===== config.mk =====
export PLATFORM = sky130hd
export DESIGN_NAME = ptw48_walker
export DESIGN_NICKNAME = d
export VERILOG_FILES = /design/src/rtl/ptw48_pkg.sv /design/src/rtl/ptw48_perm.sv /design/src/rtl/ptw48_leaf.sv /design/src/rtl/ptw48_walker.sv
export SDC_FILE = /design/constraint.sdc
export NUM_CORES = 1
export LEC_CHECK = 0
export BUFFER_PORTS_ARGS = -buffer_cell sky130_fd_sc_hd__buf_2
export CAP_MARGIN = 25
export CORE_AREA = 2 2 189 191
export DETAILED_ROUTE_END_ITERATION = 10
export DIE_AREA = 0 0 191 193
export PLACE_DENSITY = 0.68
export SETUP_SLACK_MARGIN = 0.4
export SLEW_MARGIN = 20
export SYNTH_ARGS = -nofsm -noshare
export SYNTH_HDL_FRONTEND = slang
export SYNTH_SLANG_ARGS = --single-unit

===== constraint.sdc =====
create_clock -name clk_i -period 5.4 [get_ports clk_i]
set_clock_uncertainty 0.05 [all_clocks]
set_input_delay 1.08 -clock clk_i [delete_from_list [all_inputs] [get_ports clk_i]]
set_output_delay 1.08 -clock clk_i [all_outputs]
set_load 0.01 [all_outputs]

===== src/rtl/ptw48_pkg.sv =====
package ptw48_pkg;

  typedef enum logic [2:0] {
    FLT_NONE   = 3'd0,
    FLT_ACCESS = 3'd1,
    FLT_BADPTE = 3'd2,
    FLT_ALIGN  = 3'd3,
    FLT_PERM   = 3'd4,
    FLT_UPDATE = 3'd5
  } fault_e;

  localparam logic [1:0] ACC_LOAD  = 2'd0;
  localparam logic [1:0] ACC_STORE = 2'd1;
  localparam logic [1:0] ACC_FETCH = 2'd2;

  // low byte of an entry
  typedef struct packed {
    logic d;
    logic a;
    logic g;
    logic u;
    logic x;
    logic w;
    logic r;
    logic v;
  } pte_flags_t;

  localparam int unsigned FLAG_W  = 8;
  localparam int unsigned BIT_A   = 6;
  localparam int unsigned BIT_D   = 7;

endpackage


===== src/rtl/ptw48_perm.sv =====
module ptw48_perm
  import ptw48_pkg::*;
(
  input  logic       r_i,
  input  logic       w_i,
  input  logic       x_i,
  input  logic       u_i,
  input  logic [1:0] acc_i,
  input  logic       user_i,
  input  logic       xread_i,
  input  logic       usr_ok_i,
  output logic       ok_o
);

  logic kind_ok;
  logic priv_ok;

  always_comb begin
    unique case (acc_i)
      ACC_LOAD:  kind_ok = r_i | (x_i & xread_i);
      ACC_STORE: kind_ok = w_i;
      ACC_FETCH: kind_ok = x_i;
      default:   kind_ok = 1'b0;
    endcase
    if (user_i) priv_ok = u_i;
    else        priv_ok = !u_i || (usr_ok_i && acc_i != ACC_FETCH);
    ok_o = kind_ok & priv_ok;
  end

endmodule


===== src/rtl/ptw48_leaf.sv =====
module ptw48_leaf #(
  parameter int unsigned PPN_W = 44,
  parameter int unsigned VPN_W = 36,
  parameter int unsigned IDX_W = 9,
  parameter int unsigned LVL_W = 2
) (
  input  logic [LVL_W-1:0] level_i,
  input  logic [PPN_W-1:0] ppn_i,
  input  logic [VPN_W-1:0] vpn_i,
  input  logic             a_i,
  input  logic             d_i,
  input  logic             store_i,
  output logic             misaligned_o,
  output logic [PPN_W-1:0] ppn_o,
  output logic             set_a_o,
  output logic             set_d_o
);

  logic [PPN_W-1:0] vpn_ext;
  logic [PPN_W-1:0] low_mask;

  generate
    if (PPN_W > VPN_W) begin : g_ext
      assign vpn_ext = {{(PPN_W-VPN_W){1'b0}}, vpn_i};
    end else if (PPN_W == VPN_W) begin : g_same
      assign vpn_ext = vpn_i;
    end else begin : g_trunc
      assign vpn_ext = vpn_i[PPN_W-1:0];
    end
  endgenerate

  // bits below the large-page boundary for this level
  assign low_mask     = ~({PPN_W{1'b1}} << (level_i * IDX_W));
  assign misaligned_o = |(ppn_i & low_mask);
  assign ppn_o        = ppn_i | (vpn_ext & low_mask);

  assign set_a_o = !a_i;
  assign set_d_o = store_i && !d_i;

endmodule


===== src/rtl/ptw48_walker.sv =====
module ptw48_walker
  import ptw48_pkg::*;
#(
  parameter int unsigned VA_W    = 48,
  parameter int unsigned PA_W    = 56,
  parameter int unsigned PTE_W   = 64,
  parameter int unsigned LEVELS  = 4,
  parameter int unsigned IDX_W   = 9,
  parameter int unsigned OFS_W   = 12,
  parameter int unsigned PPN_LSB = 10,
  parameter int unsigned LVL_W   = $clog2(LEVELS)
) (
  input  logic             clk_i,
  input  logic             rst_ni,
  input  logic             req_valid_i,
  output logic             req_ready_o,
  input  logic [VA_W-1:0]  req_va_i,
  input  logic [PA_W-1:0]  req_root_i,
  input  logic [1:0]       req_acc_i,
  input  logic             req_user_i,
  input  logic             req_xread_i,
  input  logic             req_usr_ok_i,
  input  logic             req_hw_upd_i,
  output logic             mem_req_o,
  output logic             mem_we_o,
  output logic [PA_W-1:0]  mem_addr_o,
  output logic [PTE_W-1:0] mem_wdata_o,
  input  logic             mem_rsp_valid_i,
  input  logic [PTE_W-1:0] mem_rdata_i,
  input  logic             mem_err_i,
  output logic             done_o,
  output logic [2:0]       fault_o,
  output logic [PA_W-1:0]  paddr_o,
  output logic [PTE_W-1:0] pte_o,
  output logic [PA_W-1:0]  pte_addr_o,
  output logic [LVL_W-1:0] level_o,
  output logic             global_o
);

  localparam int unsigned PPN_W   = PA_W - OFS_W;
  localparam int unsigned VPN_W   = VA_W - OFS_W;
  localparam int unsigned ENT_LOG = $clog2(PTE_W / 8);

  typedef enum logic [2:0] {S_IDLE, S_RD, S_RD_W, S_WB, S_WB_W, S_DONE} state_e;

  state_e           state_q;
  logic [LVL_W-1:0] level_q;
  logic [PA_W-1:0]  base_q;
  logic [VA_W-1:0]  va_q;
  logic [1:0]       acc_q;
  logic             user_q, xread_q, usr_ok_q, upd_en_q;
  logic             glob_q;
  logic [PTE_W-1:0] pte_q;
  logic [PA_W-1:0]  pte_addr_q;
  logic [PA_W-1:0]  paddr_q;
  fault_e           fault_q;

  // index slices per level
  logic [IDX_W-1:0] vpn_slc [LEVELS];
  generate
    for (genvar l = 0; l < LEVELS; l++) begin : g_slc
      assign vpn_slc[l] = va_q[OFS_W + l*IDX_W +: IDX_W];
    end
  endgenerate

  logic [PA_W-1:0] cur_addr;
  assign cur_addr = base_q + PA_W'({vpn_slc[level_q], {ENT_LOG{1'b0}}});

  // decode of the returned entry
  pte_flags_t       leaf_flags;
  logic [PPN_W-1:0] ppn_in;
  logic             bad_ent, is_ptr;
  assign leaf_flags = pte_flags_t'(mem_rdata_i[FLAG_W-1:0]);
  assign ppn_in     = mem_rdata_i[PPN_LSB +: PPN_W];
  assign bad_ent    = !leaf_flags.v || (leaf_flags.w && !leaf_flags.r);
  assign is_ptr     = !leaf_flags.r && !leaf_flags.w && !leaf_flags.x;

  logic perm_ok;
  ptw48_perm u_perm (
    .r_i      (leaf_flags.r),
    .w_i      (leaf_flags.w),
    .x_i      (leaf_flags.x),
    .u_i      (leaf_flags.u),
    .acc_i    (acc_q),
    .user_i   (user_q),
    .xread_i  (xread_q),
    .usr_ok_i (usr_ok_q),
    .ok_o     (perm_ok)
  );

  logic             misaligned, set_a, set_d;
  logic [PPN_W-1:0] ppn_out;
  ptw48_leaf #(
    .PPN_W (PPN_W),
    .VPN_W (VPN_W),
    .IDX_W (IDX_W),
    .LVL_W (LVL_W)
  ) u_leaf (
    .level_i      (level_q),
    .ppn_i        (ppn_in),
    .vpn_i        (va_q[VA_W-1:OFS_W]),
    .a_i          (leaf_flags.a),
    .d_i          (leaf_flags.d),
    .store_i      (acc_q == ACC_STORE),
    .misaligned_o (misaligned),
    .ppn_o        (ppn_out),
    .set_a_o      (set_a),
    .set_d_o      (set_d)
  );

  logic [PTE_W-1:0] pte_upd;
  assign pte_upd = mem_rdata_i | (PTE_W'(set_a) << BIT_A) | (PTE_W'(set_d) << BIT_D);

  always_ff @(posedge clk_i or negedge rst_ni) begin
    if (!rst_ni) begin
      state_q    <= S_IDLE;
      level_q    <= '0;
      base_q     <= '0;
      va_q       <= '0;
      acc_q      <= '0;
      user_q     <= 1'b0;
      xread_q    <= 1'b0;
      usr_ok_q   <= 1'b0;
      upd_en_q   <= 1'b0;
      glob_q     <= 1'b0;
      pte_q      <= '0;
      pte_addr_q <= '0;
      paddr_q    <= '0;
      fault_q    <= FLT_NONE;
    end else begin
      unique case (state_q)
        S_IDLE: if (req_valid_i) begin
          va_q     <= req_va_i;
          base_q   <= req_root_i;
          acc_q    <= req_acc_i;
          user_q   <= req_user_i;
          xread_q  <= req_xread_i;
          usr_ok_q <= req_usr_ok_i;
          upd_en_q <= req_hw_upd_i;
          level_q  <= LVL_W'(LEVELS - 1);
          glob_q   <= 1'b0;
          fault_q  <= FLT_NONE;
          state_q  <= S_RD;
        end
        S_RD: begin
          pte_addr_q <= cur_addr;
          state_q    <= S_RD_W;
        end
        S_RD_W: if (mem_rsp_valid_i) begin
          if (mem_err_i) begin
            fault_q <= FLT_ACCESS;
            state_q <= S_DONE;
          end else if (bad_ent) begin
            fault_q <= FLT_BADPTE;
            state_q <= S_DONE;
          end else if (is_ptr) begin
            if (level_q != '0) begin
              base_q  <= {ppn_in, {OFS_W{1'b0}}};
              level_q <= level_q - LVL_W'(1);
              glob_q  <= glob_q | leaf_flags.g;
              state_q <= S_RD;
            end else begin
              fault_q <= FLT_BADPTE;
              state_q <= S_DONE;
            end
          end else begin
            glob_q <= glob_q | leaf_flags.g;
            pte_q  <= mem_rdata_i;
            if (!perm_ok) begin
              fault_q <= FLT_PERM;
              state_q <= S_DONE;
            end else if (misaligned) begin
              fault_q <= FLT_ALIGN;
              state_q <= S_DONE;
            end else begin
              paddr_q <= {ppn_out, va_q[OFS_W-1:0]};
              if (set_a || set_d) begin
                if (upd_en_q) begin
                  pte_q   <= pte_upd;
                  state_q <= S_WB;
                end else begin
                  fault_q <= FLT_UPDATE;
                  state_q <= S_DONE;
                end
              end else begin
                state_q <= S_DONE;
              end
            end
          end
        end
        S_WB: state_q <= S_WB_W;
        S_WB_W: if (mem_rsp_valid_i) begin
          if (mem_err_i) fault_q <= FLT_ACCESS;
          state_q <= S_DONE;
        end
        S_DONE: state_q <= S_IDLE;
        default: state_q <= S_IDLE;
      endcase
    end
  end

  assign req_ready_o = (state_q == S_IDLE);
  assign mem_req_o   = (state_q == S_RD) || (state_q == S_WB);
  assign mem_we_o    = (state_q == S_WB);
  assign mem_addr_o  = (state_q == S_WB) ? pte_addr_q : cur_addr;
  assign mem_wdata_o = pte_q;
  assign done_o      = (state_q == S_DONE);
  assign fault_o     = fault_q;
  assign paddr_o     = paddr_q;
  assign pte_o       = pte_q;
  assign pte_addr_o  = pte_addr_q;
  assign level_o     = level_q;
  assign global_o    = glob_q;

  AST_MEM_REQ_PULSE: assert property (@(posedge clk_i) disable iff (!rst_ni)
    mem_req_o |=> !mem_req_o);
  AST_DONE_PULSE: assert property (@(posedge clk_i) disable iff (!rst_ni)
    done_o |=> !done_o);
  AST_BUSY_AFTER_ACCEPT: assert property (@(posedge clk_i) disable iff (!rst_ni)
    (req_valid_i && req_ready_o) |=> !req_ready_o);
  AST_LEVEL_STEP: assert property (@(posedge clk_i) disable iff (!rst_ni)
    (state_q == S_RD && $past(state_q) == S_RD_W) |-> level_q == $past(level_q) - LVL_W'(1));
  AST_SUP_NO_USER_FETCH: assert property (@(posedge clk_i) disable iff (!rst_ni)
    (state_q == S_RD_W && mem_rsp_valid_i && !user_q && leaf_flags.u && acc_q == ACC_FETCH)
      |-> !perm_ok);
  AST_ALIGN_ONLY_LARGE: assert property (@(posedge clk_i) disable iff (!rst_ni)
    (done_o && fault_o == FLT_ALIGN) |-> level_o != '0);
  AST_OFFSET_KEPT: assert property (@(posedge clk_i) disable iff (!rst_ni)
    (done_o && fault_o == FLT_NONE) |-> paddr_o[OFS_W-1:0] == va_q[OFS_W-1:0]);
  AST_UPDATE_ONLY_DISABLED: assert property (@(posedge clk_i) disable iff (!rst_ni)
    (done_o && fault_o == FLT_UPDATE) |-> !upd_en_q);
  AST_WB_SETS_A: assert property (@(posedge clk_i) disable iff (!rst_ni)
    (mem_req_o && mem_we_o) |-> mem_wdata_o[BIT_A]);

endmodule


==> results of run 1 <==
Yosys cell counts, drive strengths merged, types with 9 or more instances:
| cell type | n |
|---|---|
| dfrtp | 295 |
| nand2 | 163 |
| mux2 | 144 |
| a21oi | 119 |
| o21ai | 111 |
| nor2 | 95 |
| buf | 89 |
| clkbuf | 58 |
| mux2i | 52 |
| xnor2 | 44 |
| nand3 | 30 |
| inv | 19 |
| nor3 | 18 |
| nor4 | 16 |
| a22o | 12 |
| ha | 12 |
| nand4 | 12 |
| a2111oi | 11 |
| mux4 | 9 |
cells by family (layout without fill, tap and decap cells):
logic type	count (synthesis)	count (layout)	share of synthesized area (%)
compound gates	289	289	11.21
xor+xnor	47	47	2.832
fa+ha+maj	13	13	1.171
buf+inv	167	592	6.172
flops	295	295	50.79
mux	205	205	16.13
other cells	0	8	0
simple gates	373	373	11.70
registers in the layout, summed over array words and instances, names as in the netlist:
signal	count
mem_wdata_o	64
base_q	56
paddr_o	56
pte_addr_o	56
va_q	48
fault_o	3
state_q	3
acc_q	2
level_o	2
global_o	1
upd_en_q	1
user_q	1
usr_ok_q	1
xread_q	1
worst register-to-register path, stage by stage (launching register included):
cell and delay [ns]:
dfrtp_4 0.52, buf_6 0.15, buf_4 0.14, inv_1 0.08, ha_1 0.33, clkinv_1 0.38, a221oi_1 0.73, nor3b_2 0.28
buf_4 0.51, buf_4 0.50, nor2_1 0.12, a21oi_1 0.15
power groups by stage:
stage	clock network [mW]	logic [mW]	registers [mW]
after floorplan	0	3.13	3.75
after global placement	0	4.71	3.90
after detailed placement	0	4.80	3.92
after CTS	2.38	4.84	3.89
after global routing	2.47	5.51	4.01
final	2.32	5.01	3.90
what timing repair did:
item / in CTS / in global routing
hold buffers: 0 / 0
buffers inserted: 1 / 8
pin swaps: 0 / 1
setup endpoints to repair: 47 / 41
resized for setup: 12 / 23
gates cloned: 1 / 0
per-layer routing:
| metal | part of all wire [%] | GRT usage, % | wire length, µm | vias up |
|---|---|---|---|---|
| met5 | 0.15 | 0 | 73 | - |
| met4 | 2.2 | 6.887 | 1042 | 10 |
| met3 | 7.2 | 4.923 | 3415 | 81 |
| met1 | 43 | 34.48 | 20330 | 5993 |
| met2 | 47 | 39.66 | 22450 | 515 |
| li1 | - | - | - | 5644 |
per-stage QoR:
stage / instances / area, µm² / setup slack [ns]
6_report: 2283 / 18300 / 0.4984
5_1_grt: 2282 / 18290 / 0.3471
4_1_cts: 2264 / 18060 / 0.4123
3_5_place_dp: 2202 / 16890 / 0.4210
3_3_place_gp: 2202 / 16890 / 0.5139
2_1_floorplan: 1389 / 14540 / 0.8068
path summary, 6_finish.rpt:
kind	to	slack, ns	cells past startpoint
worst max-delay path	mem_addr_o[55]	0.50	12
max in group asynchronous	mem_wdata_o[4]	4.01	2
worst min-delay path	mem_wdata_o[62]	0.39	1
worst min register to register	pte_addr_o[21]	0.45	2
worst max register to register	paddr_o[25]	1.40	11
min in group clk_i	pte_addr_o[21]	0.45	2
cell type report:
type | count | area [µm²] | share of cell area, %
clock buffer | 52 | 1018 | 5.567
multi-input combinational | 927 | 6419 | 35.08
timing repair buffer | 511 | 2679 | 14.64
sequential | 295 | 7387 | 40.38
timing repair inverter | 1 | 5.005 | 0.02736
tap | 461 | 576.8 | 3.153
inverter | 20 | 78.83 | 0.4309
clock inverter | 8 | 111.4 | 0.6087
antenna | 8 | 20.02 | 0.1094
==> run_results.csv, run 1 <==
group,metric,value,unit
detailed_routing,wirelength,47.31,mm
yosys,syn_avg_cell_area,10.46,µm²
detailed_routing,avgViaCountPerCell,5.363,
grt,grt_pass1_vias,11547,
run_status,status,"finished clean",
cts,cts_tree,"yes",
cts,clk_transition_reported_paths,0.06,ns
sta,rsz0062_at_grt,"true",
sta,worst_pin_slew,0.9709,ns
detailed_routing,postRouteAntennaNets,0,
layout,nFillCells,3206,
floorplanning,initial_core_util,41.57,%
grt,antenna_found_initial,12,
sta,fin_hold_ws,0.3868,ns
worst_setup_path,critPathTopFamily,"simple AND/OR/NAND/NOR gates",
yosys,yosys.area.top_type_share,50.79,%
sta,maxSlewViolCount,0,
power,p_switching,4.632,mW
grt,track_usage,24.82,%
worst_setup_path,cp-end-kind,"output pin",
sta,fmax,204.0,MHz
cts,worstSkewPairLatency,0.52,ns
power,p_total,11.24,mW
power,p_leak,9.049,nW
layout,final_cell_mix,"483 x buf_2, 293 x dfrtp_1, 161 x nand2_1",
detailed_routing,via_count,12243,
worst_setup_path,slowest_delay,0.52,ns
sta,slew-limit-headroom,35.27,%
sta,hold_viol,0,
power,p_seq_share,34.7,%
yosys,synth_cells,1389,
placement,gp_congestion,0.9131,
layout,nNetsFinal,1982,
placement,dpl.hpwl,35.19,mm
grt,grt_pass1_wl,69.66,mm
worst_setup_path,criticalPathCategory,"reg -> out",
yosys,synth_top_area_cell,"dfrtp_1",
detailed_routing,wl_per_cell,20.72,µm
grt,grt_overflow_total,0,
yosys,synth_area,14540,µm²
worst_hold_path,hold_class,"in -> async",
cts,h-tree-depth,2,
worst_setup_path,cp_slowest_cell,"dfrtp_4",
floorplanning,io_pins,485,
yosys,ys.flop_type,"dfrtp_1",
floorplanning,fp.dieArea,36860,µm²
sta,setup_viol,0,
worst_setup_path,arrival,3.77,ns
power,ir_worst_vdd,0.3391,mV
placement,port_buffers,484,
power,power_density,614.2,nW/µm²
layout,area_growth,25.87,%
detailed_routing,dr.pass1.iters,6,
layout,layout-drive-gt1-share,41.57,%
worst_setup_path,crit_required,4.27,ns
floorplanning,die_w,191,µm
floorplanning,die_h,193,µm
yosys,ys_warn_count,0,
worst_setup_path,crit-reg2reg-launch,"level_o[0]",
sta,min_period,4.902,ns
layout,layout_commonest_cell,"buf_2",
grt,grt_max_degree,127,
worst_setup_path,crit_buf_inv,3,
power,pwr-share-comb,44.6,%
detailed_routing,drtIter0Drc,715,
yosys,yosysUniqueCellTypes,62,
floorplanning,coreArea,34960,µm²
yosys,yosys-top-cells-area,"dfrtp_1 51%, mux2_2 11%, nand2_1 4.2%, a21oi_1 4.1%, o21ai_0 3.8%",
cts,cts_inserted_buffers,34,
yosys,synth-edff-count,0,
cts,cts_buffer_depth,3,
power,cell_internal_pwr,6.604,mW
worst_setup_path,startpoint_type,"flop",
cts,cts-root-buf,"clkbuf_16",
sta,finalCritPeriodShare,90.77,%
floorplanning,rows,69,
power,switching_share,41.22,%
detailed_routing,drc_errors,0,
worst_setup_path,critical_path.startpoint,"level_o[0]",
yosys,synth_seq_area_share,50.79,%
layout,post-route-util,52.32,%
flow_run,drv_cap,0,
yosys,async_reset_ff_share,100.0,%
yosys,syn-num-nets,1581,
cts,clock_sinks,295,
worst_setup_path,path_cells,"buf_4, mux4_2, ha_1, fa_1, a21oi_1, o21ai_2, o22ai_2, buf_6, or4_4, or3_1, a31oi_2, buf_2",
power,p_clk_share,20.7,%
sta,finalSetupTns,0,ns
worst_setup_path,crit_fanout,21,
yosys,synth-seq-cells,295,
Note: power is estimated with default switching activity, not from simulation.
==> run 2: changes to the inputs <==
--- a/config.mk
+++ b/config.mk
@@ -7,10 +7,10 @@
 export LEC_CHECK = 0
 export BUFFER_PORTS_ARGS = -buffer_cell sky130_fd_sc_hd__buf_2
 export CAP_MARGIN = 25
-export CORE_AREA = 2 2 189 191
+export CORE_AREA = 2 2 188 190
 export DETAILED_ROUTE_END_ITERATION = 10
-export DIE_AREA = 0 0 191 193
-export PLACE_DENSITY = 0.68
+export DIE_AREA = 0 0 190 192
+export PLACE_DENSITY = 0.7
 export SETUP_SLACK_MARGIN = 0.4
 export SLEW_MARGIN = 20
 export SYNTH_ARGS = -nofsm -noshare
==> run_results.csv, run 2 (synthesized netlist as in run 1, its figures left out) <==
group,metric,value,unit
run_status,status,"finished clean",
floorplanning,rows,68,
cts,h-tree-depth,2,
detailed_routing,wl_per_cell,20.79,µm
sta,maxSlewViolCount,0,
sta,slew-limit-headroom,34.53,%
worst_hold_path,hold_class,"reg -> reg",
sta,setup_viol,0,
layout,nNetsFinal,1969,
grt,antenna_found_initial,6,
cts,cts_buffer_depth,3,
cts,worstSkewPairLatency,0.50,ns
sta,rsz0062_at_grt,"true",
power,p_total,11.12,mW
cts,clk_transition_reported_paths,0.06,ns
sta,worst_pin_slew,0.9820,ns
power,ir_worst_vdd,0.3112,mV
placement,port_buffers,484,
layout,largest_reg_flops,64,
power,switching_share,41.55,%
floorplanning,io_pins,485,
grt,grt_max_degree,110,
floorplanning,coreArea,34290,µm²
grt,track_usage,24.87,%
sta,finalCritPeriodShare,91.05,%
layout,layout-drive-gt1-share,40.81,%
detailed_routing,wirelength,47.07,mm
detailed_routing,drc_errors,0,
layout,layout.cells.non_filler,2264,
grt,grt_pass1_wl,69.39,mm
worst_setup_path,crit_required,4.27,ns
worst_setup_path,criticalPathCategory,"reg -> out",
cts,cts_tree,"yes",
worst_setup_path,arrival,3.79,ns
layout,seq_area,7387,µm²
floorplanning,die_w,190,µm
worst_setup_path,startpoint_type,"flop",
worst_setup_path,crit_fanout,6,
worst_setup_path,crit-reg2reg-launch,"level_o[1]",
layout,multi_input_area,6370,µm²
layout,post-route-util,52.88,%
power,p_switching,4.620,mW
layout,area_growth,24.73,%
layout,layout_commonest_cell,"buf_2",
grt,grt_overflow_total,0,
detailed_routing,postRouteAntennaNets,0,
floorplanning,fp.dieArea,36480,µm²
flow_run,drv_cap,0,
sta,finalSetupTns,0,ns
sta,hold_viol,0,
layout,nFillCells,3080,
layout,final_cell_mix,"483 x buf_2, 293 x dfrtp_1, 161 x nand2_1",
power,cell_internal_pwr,6.499,mW
grt,grt_pass1_vias,11623,
worst_setup_path,critical_path.startpoint,"level_o[0]",
placement,dp.cells,2192,
power,power_density,613.3,nW/µm²
power,p_leak,8.973,nW
detailed_routing,dr.pass1.iters,5,
detailed_routing,drtIter0Drc,908,
power,p_clk_share,20.5,%
sta,fmax,203.4,MHz
cts,clock_sinks,295,
worst_hold_path,holdCritStartpoint,"pte_addr_o[6]",
cts,cts-root-buf,"clkbuf_16",
power,pwr-share-comb,44.6,%
placement,dpl.hpwl,35.22,mm
detailed_routing,avgViaCountPerCell,5.382,
detailed_routing,via_count,12185,
placement,gp_congestion,0.9229,
cts,cts_inserted_buffers,34,
floorplanning,die_h,192,µm
power,p_seq_share,34.9,%
worst_setup_path,cp-end-kind,"output pin",
sta,min_period,4.917,ns
floorplanning,initial_core_util,42.39,%
## run 2: cell count changes in the layout (fill, tap and decap cells not counted), sizes merged
cell      before  now
bufinv         2    1
buf          511  498
inv           20   19
clkinvlp       3    2
clkbuf        52   55
## run 2: power by group through the flow
stage | registers (mW) | clock network, mW | logic [mW]
global placement | 3.88 | 0 | 4.72
finish | 3.88 | 2.28 | 4.95
floorplan | 3.75 | 0 | 3.13
detailed placement | 3.90 | 0 | 4.83
global route | 3.98 | 2.42 | 5.42
CTS | 3.87 | 2.33 | 4.87
## run 2: routing by layer
metal / share of wire (%) / global-route usage, %
met1: 45 / 36.23
met2: 45 / 38.14
met3: 7.4 / 4.422
met4: 2.3 / 6.887
met5: 0 / 0
## run 2: stage by stage
step	hold slack, ns	setup WS (ns)	cell area, µm²
2_1_floorplan	0.4086	0.8068	14540
3_3_place_gp	0.4306	0.5483	16870
3_5_place_dp	0.4302	0.4304	16870
4_1_cts	0.4451	0.4123	18000
5_1_grt	0.4601	0.3474	18130
6_report	0.4463	0.4833	18130
## run 2: final timing paths
| path | end | slack (ns) | cells after the start |
|---|---|---|---|
| worst max-delay path | mem_addr_o[10] | 0.48 | 10 |
| worst min-delay path | pte_addr_o[6] | 0.45 | 2 |
| worst max register to register | paddr_o[51] | 1.50 | 8 |
| worst min register to register | pte_addr_o[6] | 0.45 | 2 |
| max in group asynchronous | mem_wdata_o[63] | 3.59 | 2 |
| min in group asynchronous | pte_addr_o[1] | 0.57 | 1 |
## run 2: what timing repair did
action / 4_1_cts / 5_1_grt
pin swaps: 0 / 1
hold buffers: 0 / 0
endpoints found under the setup margin: 47 / 40
buffers inserted: 1 / 3
resized for setup: 5 / 24
## run 2: final cells by class
class	count	share of cell area, %
Antenna cell	8	0.1104
Inverter	20	0.4141
Clock inverter	6	0.3313
Timing Repair Buffer	499	14.33
Tap cell	455	3.140
Sequential cell	295	40.75
Multi-Input combinational cell	927	35.13
Clock buffer	54	5.790
## run 2: worst max-delay path, cell delays in order (launching register included)
cell and delay [ns]:
dfrtp_4 0.43, clkbuf_4 0.20, mux4_2 0.55, ha_1 0.31, a211oi_1 0.21, o21bai_1 0.17
a21oi_1 0.30, o21bai_1 0.16, or4b_2 0.62, nand3_1 0.17, buf_2 0.16
